File: config.mk
export PLATFORM = sky130hd
export DESIGN_NAME = dcap_timer16
export DESIGN_NICKNAME = d
export VERILOG_FILES = /design/src/rtl/dcap_pkg.sv /design/src/rtl/dcap_tick_sel.sv /design/src/rtl/dcap_counter.sv /design/src/rtl/dcap_capture.sv /design/src/rtl/dcap_outff.sv /design/src/rtl/dcap_timer16.sv
export SDC_FILE = /design/constraint.sdc
export NUM_CORES = 1
export LEC_CHECK = 0
export BUFFER_PORTS_ARGS = -buffer_cell sky130_fd_sc_hd__buf_2
export CELL_PAD_IN_SITES_DETAIL_PLACEMENT = 2
export CELL_PAD_IN_SITES_GLOBAL_PLACEMENT = 2
export CORE_UTILIZATION = 30
export CTS_CLUSTER_DIAMETER = 120
export DETAILED_ROUTE_END_ITERATION = 8
export GPL_ROUTABILITY_DRIVEN = 0
export GPL_TIMING_DRIVEN = 0
export PLACE_DENSITY_LB_ADDON = 0.12
export SYNTH_ARGS = -nofsm -noshare
export SYNTH_HDL_FRONTEND = slang
export SYNTH_SLANG_ARGS = --single-unit
File: constraint.sdc
create_clock -name clk -period 3.2 [get_ports clk]
set_input_delay 0.32 -clock clk [delete_from_list [all_inputs] [get_ports clk]]
set_output_delay 0.32 -clock clk [all_outputs]
set_load 0.02 [all_outputs]
File: src/rtl/dcap_pkg.sv
package dcap_pkg;

   localparam int TAP_N  = 3;
   localparam int ADDR_W = 3;
   localparam int CTRL_W = 14;
   localparam int EV_N   = 4;

   localparam int EV_CMPA = 0;
   localparam int EV_CMPB = 1;
   localparam int EV_CAPA = 2;
   localparam int EV_CAPB = 3;

   localparam logic [ADDR_W-1:0] A_CTRL  = 3'd0;
   localparam logic [ADDR_W-1:0] A_CMPA  = 3'd1;
   localparam logic [ADDR_W-1:0] A_CMPB  = 3'd2;
   localparam logic [ADDR_W-1:0] A_CAPA  = 3'd3;
   localparam logic [ADDR_W-1:0] A_CAPB  = 3'd4;
   localparam logic [ADDR_W-1:0] A_COUNT = 3'd5;

   typedef enum logic [1:0] {
      SRC_FAST = 2'd0,
      SRC_MID  = 2'd1,
      SRC_SLOW = 2'd2,
      SRC_EXT  = 2'd3
   } clk_src_e;

   typedef enum logic [1:0] {
      CAP_OFF   = 2'd0,
      CAP_EDGES = 2'd1,
      CAP_RISE  = 2'd2,
      CAP_MATCH = 2'd3
   } cap_mode_e;

   typedef struct packed {
      logic            ff_val;
      logic            ff_ld;
      logic [EV_N-1:0] inv;
      logic            swcap;
      logic            dbuf;
      logic            autoclr;
      cap_mode_e       capm;
      clk_src_e        src;
      logic            run;
   } ctrl_t;

endpackage

File: src/rtl/dcap_tick_sel.sv
module dcap_tick_sel
   import dcap_pkg::*;
#(
   parameter int SYNC_N = 2
) (
   input  logic             clk,
   input  logic             rst_n,
   input  logic [TAP_N-1:0] tap_tick,
   input  logic             trig_in,
   input  clk_src_e         src,
   output logic             tick,
   output logic             trig_rise,
   output logic             trig_fall
);

   generate
      if (SYNC_N < 2) begin : g_bad_sync
         $error("dcap_tick_sel: SYNC_N must be at least 2");
      end
   endgenerate

   logic [SYNC_N:0] sh;

   generate
      for (genvar i = 0; i <= SYNC_N; i++) begin : g_stage
         if (i == 0) begin : g_first
            always_ff @(posedge clk or negedge rst_n) begin
               if (!rst_n) sh[i] <= 1'b0;
               else        sh[i] <= trig_in;
            end
         end else begin : g_next
            always_ff @(posedge clk or negedge rst_n) begin
               if (!rst_n) sh[i] <= 1'b0;
               else        sh[i] <= sh[i-1];
            end
         end
      end
   endgenerate

   logic lvl, prv;
   assign lvl       = sh[SYNC_N-1];
   assign prv       = sh[SYNC_N];
   assign trig_rise = lvl & ~prv;
   assign trig_fall = ~lvl & prv;

   always_comb begin
      unique case (src)
         SRC_FAST: tick = tap_tick[0];
         SRC_MID:  tick = tap_tick[1];
         SRC_SLOW: tick = tap_tick[2];
         default:  tick = trig_rise;
      endcase
   end

endmodule

File: src/rtl/dcap_counter.sv
module dcap_counter #(
   parameter int W = 16
) (
   input  logic         clk,
   input  logic         rst_n,
   input  logic         run,
   input  logic         tick,
   input  logic         autoclr,
   input  logic         dbuf,
   input  logic         cmpa_wr,
   input  logic         cmpb_wr,
   input  logic [W-1:0] wdata,
   output logic [W-1:0] cnt,
   output logic [W-1:0] cmpa_act,
   output logic [W-1:0] cmpb,
   output logic         hit_a,
   output logic         hit_b,
   output logic         reload,
   output logic         irq_a,
   output logic         irq_b
);

   localparam logic [W-1:0] ONE  = W'(1);
   localparam logic [W-1:0] TOP  = {W{1'b1}};

   logic [W-1:0] cmpa_buf;
   logic [W-1:0] cnt_nx;
   logic         step, at_b, at_top;

   assign step   = run & tick;
   assign at_b   = (cnt == cmpb);
   assign at_top = autoclr ? at_b : (cnt == TOP);
   assign cnt_nx = (autoclr && at_b) ? '0 : cnt + ONE;
   assign hit_a  = step & (cnt_nx == cmpa_act);
   assign hit_b  = step & (cnt_nx == cmpb);
   assign reload = step & at_top;

   always_ff @(posedge clk or negedge rst_n) begin
      if (!rst_n) begin
         cnt   <= '0;
         irq_a <= 1'b0;
         irq_b <= 1'b0;
      end else begin
         irq_a <= hit_a;
         irq_b <= hit_b;
         if (!run)      cnt <= '0;
         else if (step) cnt <= cnt_nx;
      end
   end

   always_ff @(posedge clk or negedge rst_n) begin
      if (!rst_n) begin
         cmpa_buf <= '0;
         cmpa_act <= '0;
         cmpb     <= '0;
      end else begin
         if (cmpb_wr) cmpb <= wdata;
         if (cmpa_wr) cmpa_buf <= wdata;
         if (cmpa_wr && !dbuf)       cmpa_act <= wdata;
         else if (dbuf && reload)    cmpa_act <= cmpa_buf;
      end
   end

endmodule

File: src/rtl/dcap_capture.sv
module dcap_capture
   import dcap_pkg::*;
#(
   parameter int W = 16
) (
   input  logic         clk,
   input  logic         rst_n,
   input  cap_mode_e    capm,
   input  logic         rise,
   input  logic         fall,
   input  logic         sw_cap,
   input  logic         hit_a,
   input  logic [W-1:0] cnt,
   input  logic [W-1:0] match_val,
   output logic [W-1:0] capa,
   output logic [W-1:0] capb,
   output logic         lda,
   output logic         ldb
);

   logic rise_ld, fall_ld, match_ld;

   assign rise_ld  = rise & (capm != CAP_OFF);
   assign fall_ld  = fall & (capm == CAP_EDGES);
   assign match_ld = hit_a & (capm == CAP_MATCH);
   assign lda      = sw_cap | rise_ld;
   assign ldb      = fall_ld | match_ld;

   always_ff @(posedge clk or negedge rst_n) begin
      if (!rst_n) begin
         capa <= '0;
         capb <= '0;
      end else begin
         if (lda)           capa <= cnt;
         if (match_ld)      capb <= match_val;
         else if (fall_ld)  capb <= cnt;
      end
   end

endmodule

File: src/rtl/dcap_outff.sv
module dcap_outff #(
   parameter int N = 4
) (
   input  logic         clk,
   input  logic         rst_n,
   input  logic [N-1:0] ev,
   input  logic [N-1:0] en,
   input  logic         ld,
   input  logic         ld_val,
   output logic         q
);

   logic [N-1:0] act;
   logic         flip;

   generate
      for (genvar i = 0; i < N; i++) begin : g_src
         assign act[i] = ev[i] & en[i];
      end
   endgenerate

   assign flip = ^act;

   always_ff @(posedge clk or negedge rst_n) begin
      if (!rst_n)    q <= 1'b0;
      else if (ld)   q <= ld_val;
      else if (flip) q <= ~q;
   end

endmodule

File: src/rtl/dcap_timer16.sv
module dcap_timer16
   import dcap_pkg::*;
#(
   parameter int CNT_W  = 16,
   parameter int SYNC_N = 2
) (
   input  logic              clk,
   input  logic              rst_n,
   input  logic [TAP_N-1:0]  tap_tick,
   input  logic              trig_in,
   input  logic              reg_wr,
   input  logic [ADDR_W-1:0] reg_addr,
   input  logic [CNT_W-1:0]  reg_wdata,
   output logic [CNT_W-1:0]  reg_rdata,
   output logic              tmr_out,
   output logic              irq_cmpa,
   output logic              irq_cmpb
);

   generate
      if (CNT_W < 16 || CNT_W > 32) begin : g_bad_width
         $error("dcap_timer16: CNT_W must lie in 16..32");
      end
   endgenerate

   localparam int PAD_W = CNT_W - CTRL_W;

   ctrl_t ctrl_q, wr_ctrl, ctrl_keep;
   logic  ctrl_wr, cmpa_wr, cmpb_wr;
   logic  sw_cap, ff_ld, ff_val;

   assign wr_ctrl = ctrl_t'(reg_wdata[CTRL_W-1:0]);
   assign ctrl_wr = reg_wr && (reg_addr == A_CTRL);
   assign cmpa_wr = reg_wr && (reg_addr == A_CMPA);
   assign cmpb_wr = reg_wr && (reg_addr == A_CMPB);
   assign sw_cap  = ctrl_wr & wr_ctrl.swcap;
   assign ff_ld   = ctrl_wr & wr_ctrl.ff_ld;
   assign ff_val  = wr_ctrl.ff_val;

   always_comb begin
      ctrl_keep        = wr_ctrl;
      ctrl_keep.swcap  = 1'b0;
      ctrl_keep.ff_ld  = 1'b0;
      ctrl_keep.ff_val = 1'b0;
   end

   always_ff @(posedge clk or negedge rst_n) begin
      if (!rst_n)       ctrl_q <= '0;
      else if (ctrl_wr) ctrl_q <= ctrl_keep;
   end

   logic run_w, dbuf_w, cap_off_w;
   assign run_w     = ctrl_q.run;
   assign dbuf_w    = ctrl_q.dbuf;
   assign cap_off_w = (ctrl_q.capm == CAP_OFF);

   logic tick, trig_rise, trig_fall;

   dcap_tick_sel #(.SYNC_N(SYNC_N)) tick_i (
      .clk       (clk),
      .rst_n     (rst_n),
      .tap_tick  (tap_tick),
      .trig_in   (trig_in),
      .src       (ctrl_q.src),
      .tick      (tick),
      .trig_rise (trig_rise),
      .trig_fall (trig_fall)
   );

   logic [CNT_W-1:0] cnt, cmpa_act, cmpb, capa, capb;
   logic             hit_a, hit_b, reload, capa_ld, capb_ld;

   dcap_counter #(.W(CNT_W)) cnt_i (
      .clk      (clk),
      .rst_n    (rst_n),
      .run      (run_w),
      .tick     (tick),
      .autoclr  (ctrl_q.autoclr),
      .dbuf     (dbuf_w),
      .cmpa_wr  (cmpa_wr),
      .cmpb_wr  (cmpb_wr),
      .wdata    (reg_wdata),
      .cnt      (cnt),
      .cmpa_act (cmpa_act),
      .cmpb     (cmpb),
      .hit_a    (hit_a),
      .hit_b    (hit_b),
      .reload   (reload),
      .irq_a    (irq_cmpa),
      .irq_b    (irq_cmpb)
   );

   dcap_capture #(.W(CNT_W)) cap_i (
      .clk       (clk),
      .rst_n     (rst_n),
      .capm      (ctrl_q.capm),
      .rise      (trig_rise),
      .fall      (trig_fall),
      .sw_cap    (sw_cap),
      .hit_a     (hit_a),
      .cnt       (cnt),
      .match_val (cmpa_act),
      .capa      (capa),
      .capb      (capb),
      .lda       (capa_ld),
      .ldb       (capb_ld)
   );

   logic [EV_N-1:0] ev;
   logic            inv_any;

   assign ev[EV_CMPA] = hit_a;
   assign ev[EV_CMPB] = hit_b;
   assign ev[EV_CAPA] = capa_ld;
   assign ev[EV_CAPB] = capb_ld;
   assign inv_any     = |(ev & ctrl_q.inv);

   dcap_outff #(.N(EV_N)) ff_i (
      .clk    (clk),
      .rst_n  (rst_n),
      .ev     (ev),
      .en     (ctrl_q.inv),
      .ld     (ff_ld),
      .ld_val (ff_val),
      .q      (tmr_out)
   );

   always_comb begin
      unique case (reg_addr)
         A_CTRL:  reg_rdata = {{PAD_W{1'b0}}, ctrl_q};
         A_CMPA:  reg_rdata = cmpa_act;
         A_CMPB:  reg_rdata = cmpb;
         A_CAPA:  reg_rdata = capa;
         A_CAPB:  reg_rdata = capb;
         A_COUNT: reg_rdata = cnt;
         default: reg_rdata = '0;
      endcase
   end

endmodule

==> results.txt, run 1 <==
----------------------------------------------------
[Worst setup path]
  Endpoint class of the critical path ... flop
  Critical path launch point type ... flop
  Startpoint of the most critical setup path ... cnt_i.cmpb[13]$_DFFE_PN0P_
  Reg2Reg Launch Point ... cnt_i.cmpb[13]$_DFFE_PN0P_
  Max Fanout on Critical Path ... 7
  Worst EP arrival ... 3620 ps
  Required arrival time at the worst endpoint ... 3510 ps
  Type of the worst setup path ... flop to flop

[STA]
  Final worst slack ... -110 ps
  Unrepaired setup endpoints after global routing ... yes
  Final setup TNS ... -1190 ps
  Setup-violating endpoint count in the final report ... 16
  Slew @ Worst Pin ... 968 ps
  Number of endpoints with negative hold slack in the final report ... 0
  Timing-limited maximum frequency ... 302 MHz
  Rel. slew slack ... 35.0%
  Period minus WS final ... 3310 ps
  Max-slew violation count ... 0
  Worst setup skew after layout ... 10.8 ps
  Fin crit share ... 103%

[Final layout]
  Fin nets ... 856
  Area of combinational cells with multiple inputs ... 4190 um^2
  Final cell count without fillers ... 1122
  Area growth from synthesis to layout ... 33.5%
  Antenna Diode Count ... 0
  Leading cell types in the layout, fill and taps excluded ... dfrtp_1 (101), nand2_1 (70), nor2_1 (62)
  Post-Route Utilization ... 41.3%
  Filler cell count in the final layout ... 2341
  Share of post-route cells with drive strength above 1 ... 36.5%
  Register Area ... 2840 um^2
  Most common cell after layout, fill and taps aside ... dfrtp_1

[Route]
  Remaining routing DRC violations ... 0
  Initial DRC Count ... 347
  Drt total wl ... 31.7 mm
  M1 WL ... 14.0 mm
  Remaining antenna violation count after routing ... 0
  Drt pass-1 iters ... 5
  Vias per inst ... 5.81
  Detailed-route via count ... 6514
  Mean routed wirelength per cell ... 28.3 um
  Amount of wire on met2 after detailed routing ... 15.3 mm
  Highest metal layer with signal wires ... met4
  Detailed route wirelength on metal3 ... 1.38 mm

[Synthesis]
  Number of enable-type register cells in the synthesized netlist ... 0
  Yosys warnings ... 0
  Dominant synthesized flop cell ... dfrtp_1
  Ys async rst share ... 100%
  Seq/Total Area, Yosys ... 41.3%
  Synth top area cells ... dfrtp_1 (41%), mux2_2 (9.7%), mux2i_1 (4.8%)
  Netlist Area Pre-Place ... 6840 um^2
  FF+latch count, synth ... 113
  Number of instances in the synthesized netlist ... 704
  Number of distinct library cells after synthesis ... 72
  Largest area contributor in the netlist ... dfrtp_1
  Average size of a mapped cell ... 9.72 um^2
  Fraction of synthesized cell area taken by the top area cell type ... 41.3%
  Post-Syn Nets ... 731

[Job]
  MaxCap Viol Count ... 0

[GRT]
  Grt total ovfl ... 0
  Combined global-route utilization of all metal layers ... 27.0%
  First-pass GRT wire length ... 46.0 mm
  Vias in the first global route ... 6997
  Largest net degree at the start of global routing ... 73
  Initial antenna violation count ... 0

[Die]
  Top-level I/O count ... 45
  DIE AREA ... 23400 um^2
  Initial cell density of the core ... 31.0%
  Height of the die ... 153 um
  Row Count ... 54
  Horizontal extent of the die ... 153 um
  Core Footprint ... 22100 um^2

[Power]
  Total chip power ... 5500 uW
  Static leakage ... 0.00392 uW
  Maximum resistive drop on vdd ... 0.000318 V
  Areal power density over the cells ... 602 nW/um^2

[Outcome]
  Violated checks ... negative setup slack
  Run status ... finished, violations left

[Min path]
  Worst Hold Launch ... reg_wdata[14]
  Path type of the worst min-delay path ... input port to flop

[Clock tree]
  Reg clk slew, reported paths ... 70 ps
  Total clock sinks ... 113
  Number of buffers created by CTS ... 17
  Clock H-tree levels ... 4
  Insertion delay to the later sink of the worst-skew pair ... 440 ps
  Clock Root Buffer ... clkbuf_16
  Maximum buffer depth of the clock tree ... 2
  CTS tree ... done

[Placement]
  Number of buffer cells added on primary ports ... 41
  Post-detailed-placement half-perimeter wirelength ... 21.9 mm
  Placed cell count ... 1026

----------------------------------------------------
-- final timing paths --
kind / endpoint / slack [ps] / depth (start not counted)
setup / recovery: cap_i.capb[8]$_DFFE_PN0P_ / -110 / 11
hold / removal: cnt_i.cmpa_buf[14]$_DFFE_PN0P_ / 170 / 2
setup reg to reg: cap_i.capb[8]$_DFFE_PN0P_ / -110 / 11
hold reg to reg: tick_i.lvl$_DFF_PN0_ / 350 / 0
max in group asynchronous: cnt_i.cmpb[10]$_DFFE_PN0P_ / 2040 / 3
min in group asynchronous: cnt_i.cnt[7]$_DFFE_PN0P_ / 370 / 2
-- sequential cells by signal, summed over array words and instances, names as in the netlist --
signal and flops:
cap_i.capa 16, tick_i.prv 1, cap_i.capb 16, cnt_i.cmpa_buf 16, cnt_i.cmpb 16, tick_i.lvl 1, cnt_i.cmpa_act 16, cnt_i.irq_b 1
ctrl_q 9, cnt_i.irq_a 1, dbuf_w 1, run_w 1, ff_i.q 1, tick_i.sh 1, cnt_i.cnt 16
-- repair_timing --
action / 4_1_cts / 5_1_grt
resized for setup: 69 / 62
hold buffers: 2 / 0
endpoints found under the hold margin: 42 / 0
setup buffers: 14 / 46
setup endpoints to repair: 34 / 26
pin swaps: 19 / 35
cloned: 2 / 1
-- synthesized netlist by cell type (12+ instances only) --
library cell  number
a21oi_1           33
a22oi_1           24
buf_2             17
clkbuf_1          24
dfrtp_1          113
inv_1             14
mux2_2            59
mux2i_1           33
nand2_1           71
nand2b_1          12
nand3_1           18
nor2_1            64
nor3_1            12
o21ai_0           36
xnor2_1           13
xor2_1            14
-- report_power, final --
part	leakage, uW	internal, uW	switching [uW]
registers	0.00142	1670	446
logic	0.00220	554	729
clock network	0.000312	1280	827
-- cells by family (layout without fill, tap and decap cells) --
| logic type | Yosys count | count (layout) | share of synthesized area (%) |
|---|---|---|---|
| flip-flops | 113 | 113 | 41.3 |
| adder cells (fa/ha/maj) | 1 | 1 | 0.183 |
| AND/OR/NAND/NOR | 250 | 252 | 19.6 |
| AO/OA/AOI/OAI | 153 | 153 | 15.3 |
| multiplexers | 97 | 97 | 16.2 |
| buffers and inverters | 63 | 199 | 3.99 |
| XOR/XNOR | 27 | 27 | 3.46 |
-- metrics by stage --
stage | hold slack [ps] | instance area [um^2] | setup slack [ps]
after global placement | 335 | 7400 | -620
after floorplan | 24.4 | 6840 | 195
after detailed placement | 272 | 7430 | -698
after global routing | 155 | 9140 | -127
final | 166 | 9140 | -110
after CTS | 150 | 8500 | 17.7
-- per-layer routing --
metal	GRT usage (%)	up-vias
met5	0	-
met4	9.24	0
met3	4.85	55
met2	44.0	185
met1	35.9	3437
li1	-	2837
-- final cells by class --
type	count	share of cell area, %
timing repair buffer	105	7.97
sequential	113	31.1
clock buffer	18	4.81
multi-input combinational	530	45.9
clock inverter	14	2.12
buffer	47	3.62
inverter	15	0.616
tap	280	3.84
-- worst max-delay path, cell delays in order (launching register included) --
cell,delay (ps)
dfrtp_1,660
nand2b_1,180
nand4_1,220
and4b_2,460
o2111a_1,280
nand4_4,110
nor4_4,320
buf_4,190
a41oi_4,230
buf_6,240
a22oi_2,170
nand2_1,100
(Power assumes the default switching activity.)
==> run 2, diff against run 1 <==
- CORE_MARGIN: unset -> 1.5
- RECOVER_POWER: unset -> 100
==> run 2 against run 1 <==
The flow finishes with violations (max-capacitance violations, max-slew violations, negative setup slack). Via count down 2.6%. Highest routed layer unchanged. First-iteration DRC count down 6.6%. Setup slack better by 80 ps. Combinational power down 5%. Routed wire length down 3.9%. Final cell count down 2.3%. Clock power down 7%. Sequential power about the same.
==> results.txt, run 2 (synthesis results as in run 1) <==
----------------------------------------------------
[Worst setup path]
  Type of the worst setup path ... flop to flop
  Critical path launch point type ... flop
  Worst EP arrival ... 3550 ps (-70 ps)
  Endpoint class of the critical path ... flop
  Worst reg2reg setup slack ... -30 ps (+80 ps)
  Reg2Reg Launch Point ... cnt_i.cnt[7]$_DFFE_PN0P_
  End of the worst register-to-register path ... cap_i.capb[3]$_DFFE_PN0P_
  Startpoint of the most critical setup path ... cnt_i.cnt[7]$_DFFE_PN0P_
  Required arrival time at the worst endpoint ... 3520 ps (about the same)
  Max Fanout on Critical Path ... 7 (unchanged)
  Worst-case reg-to-reg path depth ... 13 (+2)

[Min path]
  Path type of the worst min-delay path ... input port to flop
  Depth of the worst hold-timing path ... 2 (unchanged)
  Worst hold path endpoint ... cnt_i.cmpb[14]$_DFFE_PN0P_
  Worst Hold Launch ... reg_wdata[14]

[GRT]
  First-pass GRT wire length ... 45.2 mm (-1.9%)
  Vias in the first global route ... 6912 (-1.2%)
  Grt total ovfl ... 0 (unchanged)
  Largest net degree at the start of global routing ... 59 (-19%)
  Combined global-route utilization of all metal layers ... 26.4% (-0.61 points)
  Initial antenna violation count ... 0 (unchanged)

[Outcome]
  Run status ... finished, violations left
  Violated checks ... max-capacitance violations, max-slew violations, negative setup slack

[Placement]
  Post-detailed-placement half-perimeter wirelength ... 22.0 mm (+0.40%)
  Pre-CTS WS ... -763 ps (-65.3 ps)
  Number of buffer cells added on primary ports ... 41 (unchanged)
  Placed cell area ... 7440 um^2 (about the same)

[Die]
  DIE AREA ... 23700 um^2 (+1.3%)
  Row Count ... 55 (+1.9%)
  Core Footprint ... 22500 um^2 (+1.9%)
  Top-level I/O count ... 45 (unchanged)
  Horizontal extent of the die ... 154 um (+0.65%)
  Height of the die ... 154 um (+0.65%)
  Initial cell density of the core ... 30.4% (-0.56 points)

[Route]
  Remaining routing DRC violations ... 0 (unchanged)
  Mean routed wirelength per cell ... 27.8 um (-1.6%)
  Detailed route wirelength on metal3 ... 1.46 mm (+5.2%)
  Highest metal layer with signal wires ... met4
  Drt total wl ... 30.5 mm (-3.9%)
  Remaining antenna violation count after routing ... 0 (unchanged)
  Detailed-route via count ... 6345 (-2.6%)
  Vias per inst ... 5.79 (-0.28%)
  Drt pass-1 iters ... 5 (unchanged)
  Amount of wire on met2 after detailed routing ... 14.5 mm (-4.9%)
  M1 WL ... 13.4 mm (-4.6%)
  Initial DRC Count ... 324 (-6.6%)

[Final layout]
  Fin nets ... 825 (-3.6%)
  Most common cell after layout, fill and taps aside ... dfrtp_1
  Area growth from synthesis to layout ... 27.2%
  Cell area after layout ... 8710 um^2 (-4.7%)
  Antenna Diode Count ... 0 (unchanged)
  Share of post-route cells with drive strength above 1 ... 31.7% (-4.8 points)
  Post-Route Utilization ... 38.7% (-2.7 points)
  Leading cell types in the layout, fill and taps excluded ... dfrtp_1 (101), nand2_1 (70), nor2_1 (64)

[STA]
  Setup-violating endpoint count in the final report ... 4 (-12)
  Final worst slack ... -30.3 ps (+80.0 ps)
  Fin crit share ... 101% (-2.5 points)
  Timing-limited maximum frequency ... 310 MHz (+2.5%)
  Slew @ Worst Pin ... 1510 ps (+540 ps)
  Rel. slew slack ... -0.504% (-35 points)
  Unrepaired setup endpoints after global routing ... yes
  Worst setup skew after layout ... 11.5 ps (+0.658 ps)
  Max-slew violation count ... 58 (+58)
  Period minus WS final ... 3230 ps (-80.0 ps)
  Number of endpoints with negative hold slack in the final report ... 0 (unchanged)

[Power]
  Areal power density over the cells ... 608 nW/um^2 (+1.0%)
  Maximum resistive drop on vdd ... 0.000284 V (-11%)
  Static leakage ... 0.00367 uW (-6.4%)

[Clock tree]
  Total clock sinks ... 113 (unchanged)
  Clock Root Buffer ... clkbuf_16
  Reg clk slew, reported paths ... 60 ps (about the same)
  Number of buffers created by CTS ... 17 (unchanged)
  Maximum buffer depth of the clock tree ... 2 (unchanged)
  Clock H-tree levels ... 4 (unchanged)
  CTS tree ... done
  Insertion delay to the later sink of the worst-skew pair ... 430 ps (about the same)

[Job]
  MaxCap Viol Count ... 1 (+1)

----------------------------------------------------
run 2: where the power goes:
part | internal [uW] | switching (uW) | total, uW
logic | 529 | 681 | 1210
clock network | 1190 | 767 | 1960
registers | 1670 | 458 | 2130
run 2: cell type report:
class	instances	area (um^2)
buffer	47	304
clock buffer	21	460
clock inverter	11	129
fill	2433	13800
inverter	15	56.3
multi-input combinational	529	4090
sequential	113	2840
tap	285	357
timing repair buffer	75	464
run 2: worst max-delay path: stages (launching register included):
cell and delay (ps):
dfrtp_2 440, buf_8 150, xor2_1 160, nor4_2 280, buf_4 180, and4b_2 300, nand2_4 110, mux2_4 340
nor4_4 270, buf_4 180, a41oi_4 210, buf_4 220, a22oi_1 190, nand2_1 80
run 2: per-layer routing:
metal	vias up	global-route usage (%)
met5	-	0
met4	0	11.7
met3	66	4.37
met2	179	42.6
met1	3319	34.7
li1	2781	-
run 2: stage by stage:
stage	cells	hold slack (ps)	total power, uW	setup TNS [ps]
after CTS	1078	161	5250	0
after global placement	1030	334	3140	-13660
final	1096	177	5300	-52.7
after detailed placement	1031	333	3200	-17040
after global routing	1096	172	5510	-1520
after floorplan	704	24.4	2620	0
run 2: how the worst max path moves through the flow:
stage	depth (start not counted)	endpoint	slack, ps
floorplan	12	cap_i.capb[10]$_DFFE_PN0P_	200
global placement	12	ff_i.q$_DFFE_PN0P_	-630
detailed placement	12	ff_i.q$_DFFE_PN0P_	-760
CTS	12	ff_i.q$_DFFE_PN0P_	4
global route	13	cap_i.capb[3]$_DFFE_PN0P_	-120
finish	13	cap_i.capb[3]$_DFFE_PN0P_	-30
run 2: what timing repair did:
action	in CTS	in global routing
hold buffers	2	0
gates cloned	1	1
endpoints found under the setup margin	34	26
hold endpoints to repair	58	0
resized for setup	62	43
buffers inserted	13	17
pin swaps	17	46
==> run 3, diff against run 2 <==
- CELL_PAD_IN_SITES_DETAIL_PLACEMENT: 2 -> unset
- CELL_PAD_IN_SITES_GLOBAL_PLACEMENT: 2 -> unset
==> run 3 against run 2 <==
The run ends with max-capacitance violations, max-slew violations left. Highest routed layer unchanged. Routed wire length is 13% lower. Largest cell class unchanged. Die area stayed put. Core utilization rose by 0.56 points. Final cell count increased by 0.36%. Clock power up 6%. Total power up 1.2%. Setup slack gained 46 ps. Maximum frequency increased by 1.5%. Critical path depth is 1 lower. Clock-buffer cell count down 1. Global-route usage is 3.7 points lower.
==> results.txt, run 3 (synthesis results as in run 1) <==
----------------------------------------------------
[Outcome]
  Run status ... finished, violations left
  Violated checks ... max-capacitance violations, max-slew violations

[Clock tree]
  Maximum buffer depth of the clock tree ... 2 (unchanged)
  CTS tree ... done
  Number of buffers created by CTS ... 17 (unchanged)
  Clock Root Buffer ... clkbuf_16
  Reg clk slew, reported paths ... 60 ps (about the same)
  Clock H-tree levels ... 4 (unchanged)
  Insertion delay to the later sink of the worst-skew pair ... 430 ps (about the same)
  Total clock sinks ... 113 (unchanged)

[STA]
  Unrepaired setup endpoints after global routing ... yes
  Final setup TNS ... 0 ps (+52.7 ps)
  Worst setup skew after layout ... 7.35 ps (-4.14 ps)
  Final worst slack ... 15.9 ps (+46.2 ps)
  Max-slew violation count ... 35 (-40%)
  Period minus WS final ... 3180 ps (-46.2 ps)
  Setup-violating endpoint count in the final report ... 0 (-4)
  Fin crit share ... 99.5% (-1.4 points)
  Rel. slew slack ... -29.3% (-29 points)
  Slew @ Worst Pin ... 1940 ps (+432 ps)
  Number of endpoints with negative hold slack in the final report ... 0 (unchanged)
  Timing-limited maximum frequency ... 314 MHz (+1.5%)

[Power]
  Logic gate share of total power ... 22.8% (about the same)
  Net switching fraction of the power ... 33.7% (-2.3 points)
  Clock share of power ... 38.8% (+1.8 points)
  Int Pwr ... 3560 uW (+4.9%)
  Switching power of the nets ... 1800 uW (-5.3%)
  Sequential power share ... 38.4% (-1.7 points)
  Areal power density over the cells ... 607 nW/um^2 (-0.23%)
  Static leakage ... 0.00374 uW (+2.0%)
  Maximum resistive drop on vdd ... 0.000351 V (+24%)

[GRT]
  Initial antenna violation count ... 0 (unchanged)
  Combined global-route utilization of all metal layers ... 22.7% (-3.7 points)
  Grt total ovfl ... 0 (unchanged)
  Vias in the first global route ... 6210 (-10%)
  Largest net degree at the start of global routing ... 81 (+37%)
  First-pass GRT wire length ... 39.5 mm (-13%)

[Worst setup path]
  Critical path launch point type ... flop
  Crit-path most repeated cell ... buf_4
  Type of the worst setup path ... flop to flop
  Endpoint class of the critical path ... flop
  Required arrival time at the worst endpoint ... 3510 ps (about the same)
  Worst EP arrival ... 3500 ps (-50 ps)
  Cell type group with the largest total delay on the critical path ... simple AND/OR/NAND/NOR gates
  Max Fanout on Critical Path ... 5 (-2)
  Slowest cell delay on critical path ... 450 ps (about the same)
  Crit-path cells ... or2_1 > a2111oi_4 > and4b_2 > buf_4 > o2111a_1 > nand4_2 > nor4_4 > buf_4 > a41oi_4 > clkbuf_16 > a22oi_1 > nand2_1
  Startpoint of the most critical setup path ... cnt_i.cmpb[5]$_DFFE_PN0P_
  Slowest cell on the critical path ... dfrtp_2
  Number of buffer and inverter stages on the critical path ... 3 (-1)
  Reg2Reg Launch Point ... cnt_i.cmpb[5]$_DFFE_PN0P_

[Placement]
  Post-detailed-placement half-perimeter wirelength ... 18.6 mm (-15%)
  Number of buffer cells added on primary ports ... 41 (unchanged)
  Placed cell area ... 7440 um^2 (unchanged)
  Pre-CTS WS ... -606 ps (+157 ps)

[Die]
  Height of the die ... 154 um (unchanged)
  Initial cell density of the core ... 30.4% (unchanged)
  DIE AREA ... 23700 um^2 (unchanged)
  Horizontal extent of the die ... 154 um (unchanged)
  Row Count ... 55 (unchanged)
  Core Footprint ... 22500 um^2 (unchanged)
  Top-level I/O count ... 45 (unchanged)

[Route]
  Remaining routing DRC violations ... 0 (unchanged)
  Vias per inst ... 5.74 (-0.91%)
  Drt total wl ... 26.5 mm (-13%)
  Mean routed wirelength per cell ... 24.1 um (-13%)
  Remaining antenna violation count after routing ... 0 (unchanged)
  Detailed-route via count ... 6310 (-0.55%)
  Drt pass-1 iters ... 8 (+3)
  Initial DRC Count ... 667 (+110%)

[Final layout]
  Fin nets ... 829 (+0.48%)
  Area growth from synthesis to layout ... 29.1%
  Filler cell count in the final layout ... 2223 (-8.6%)
  Leading cell types in the layout, fill and taps excluded ... dfrtp_1 (104), nand2_1 (69), nor2_1 (64)
  Cell area after layout ... 8830 um^2 (+1.4%)
  Most common cell after layout, fill and taps aside ... dfrtp_1
  Post-Route Utilization ... 39.2% (+0.56 points)
  Antenna Diode Count ... 0 (unchanged)
  Share of post-route cells with drive strength above 1 ... 33.0% (+1.3 points)

[Min path]
  Worst Hold Launch ... reg_wdata[13]
  Path type of the worst min-delay path ... input port to flop

[Job]
  MaxCap Viol Count ... 1 (unchanged)

----------------------------------------------------
-- run 3: changes by cell type in the layout (fill, tap and decap cells not counted), moves of 3 or more --
cell and change:
dfrtp_1 +3, clkbuf_1 -5, dfrtp_2 -3, buf_2 +4
-- run 3: through the flow --
stage               power, uW  std cells  hold WS [ps]
global route             5590       1100           172
global placement         3090       1030           333
finish                   5360       1100           157
CTS                      5260       1075           156
detailed placement       3120       1031           238
floorplan                2620        704          24.4
-- run 3: power by group through the flow --
| stage | registers (uW) | logic (uW) | clock network, uW |
|---|---|---|---|
| 4_1_cts | 2020 | 1130 | 2110 |
| 5_1_grt | 2080 | 1330 | 2190 |
| 2_1_floorplan | 1870 | 741 | 0 |
| 6_report | 2060 | 1220 | 2080 |
| 3_3_place_gp | 2050 | 1040 | 0 |
| 3_5_place_dp | 2060 | 1060 | 0 |
-- run 3: metal layers --
metal	share of wire, %	track usage, %
met3	7.0	4.71
met2	45	34.5
met1	43	30.4
met5	0	0
met4	4.4	11.7
-- run 3: path summary, 6_finish.rpt --
| check | cells after the start | to | slack [ps] |
|---|---|---|---|
| min reg2reg | 0 | tick_i.lvl$_DFF_PN0_ | 350 |
| min | 3 | ff_i.q$_DFFE_PN0P_ | 160 |
| max | 12 | cap_i.capb[7]$_DFFE_PN0P_ | 20 |
| min in group asynchronous | 2 | cap_i.capa[7]$_DFFE_PN0N_ | 990 |
| max reg2reg | 12 | cap_i.capb[7]$_DFFE_PN0P_ | 20 |
| max in group asynchronous | 3 | cnt_i.cmpb[7]$_DFFE_PN0P_ | 540 |
-- run 3: final cells by class --
class	instances	area, um^2	area share, %
clock inverter	12	180	2.04
tap	285	357	4.04
buffer	47	304	3.44
sequential	113	2840	32.1
timing repair buffer	79	523	5.92
inverter	15	56.3	0.638
multi-input combinational	529	4120	46.6
clock buffer	20	457	5.17
-- run 3: timing repair --
action	4_1_cts	5_1_grt
hold endpoints to repair	34	0
gates cloned	1	1
setup buffers	10	24
hold buffers	2	0
gates resized for setup	27	88
endpoints found under the setup margin	33	26
pin swaps	9	46
-- run 3: worst register-to-register path, cell delays in order (launching register included) --
cell	delay [ps]
dfrtp_2	450
or2_1	280
a2111oi_4	390
and4b_2	310
buf_4	130
o2111a_1	180
nand4_2	120
nor4_4	300
buf_4	180
a41oi_4	210
clkbuf_16	260
a22oi_1	180
nand2_1	70
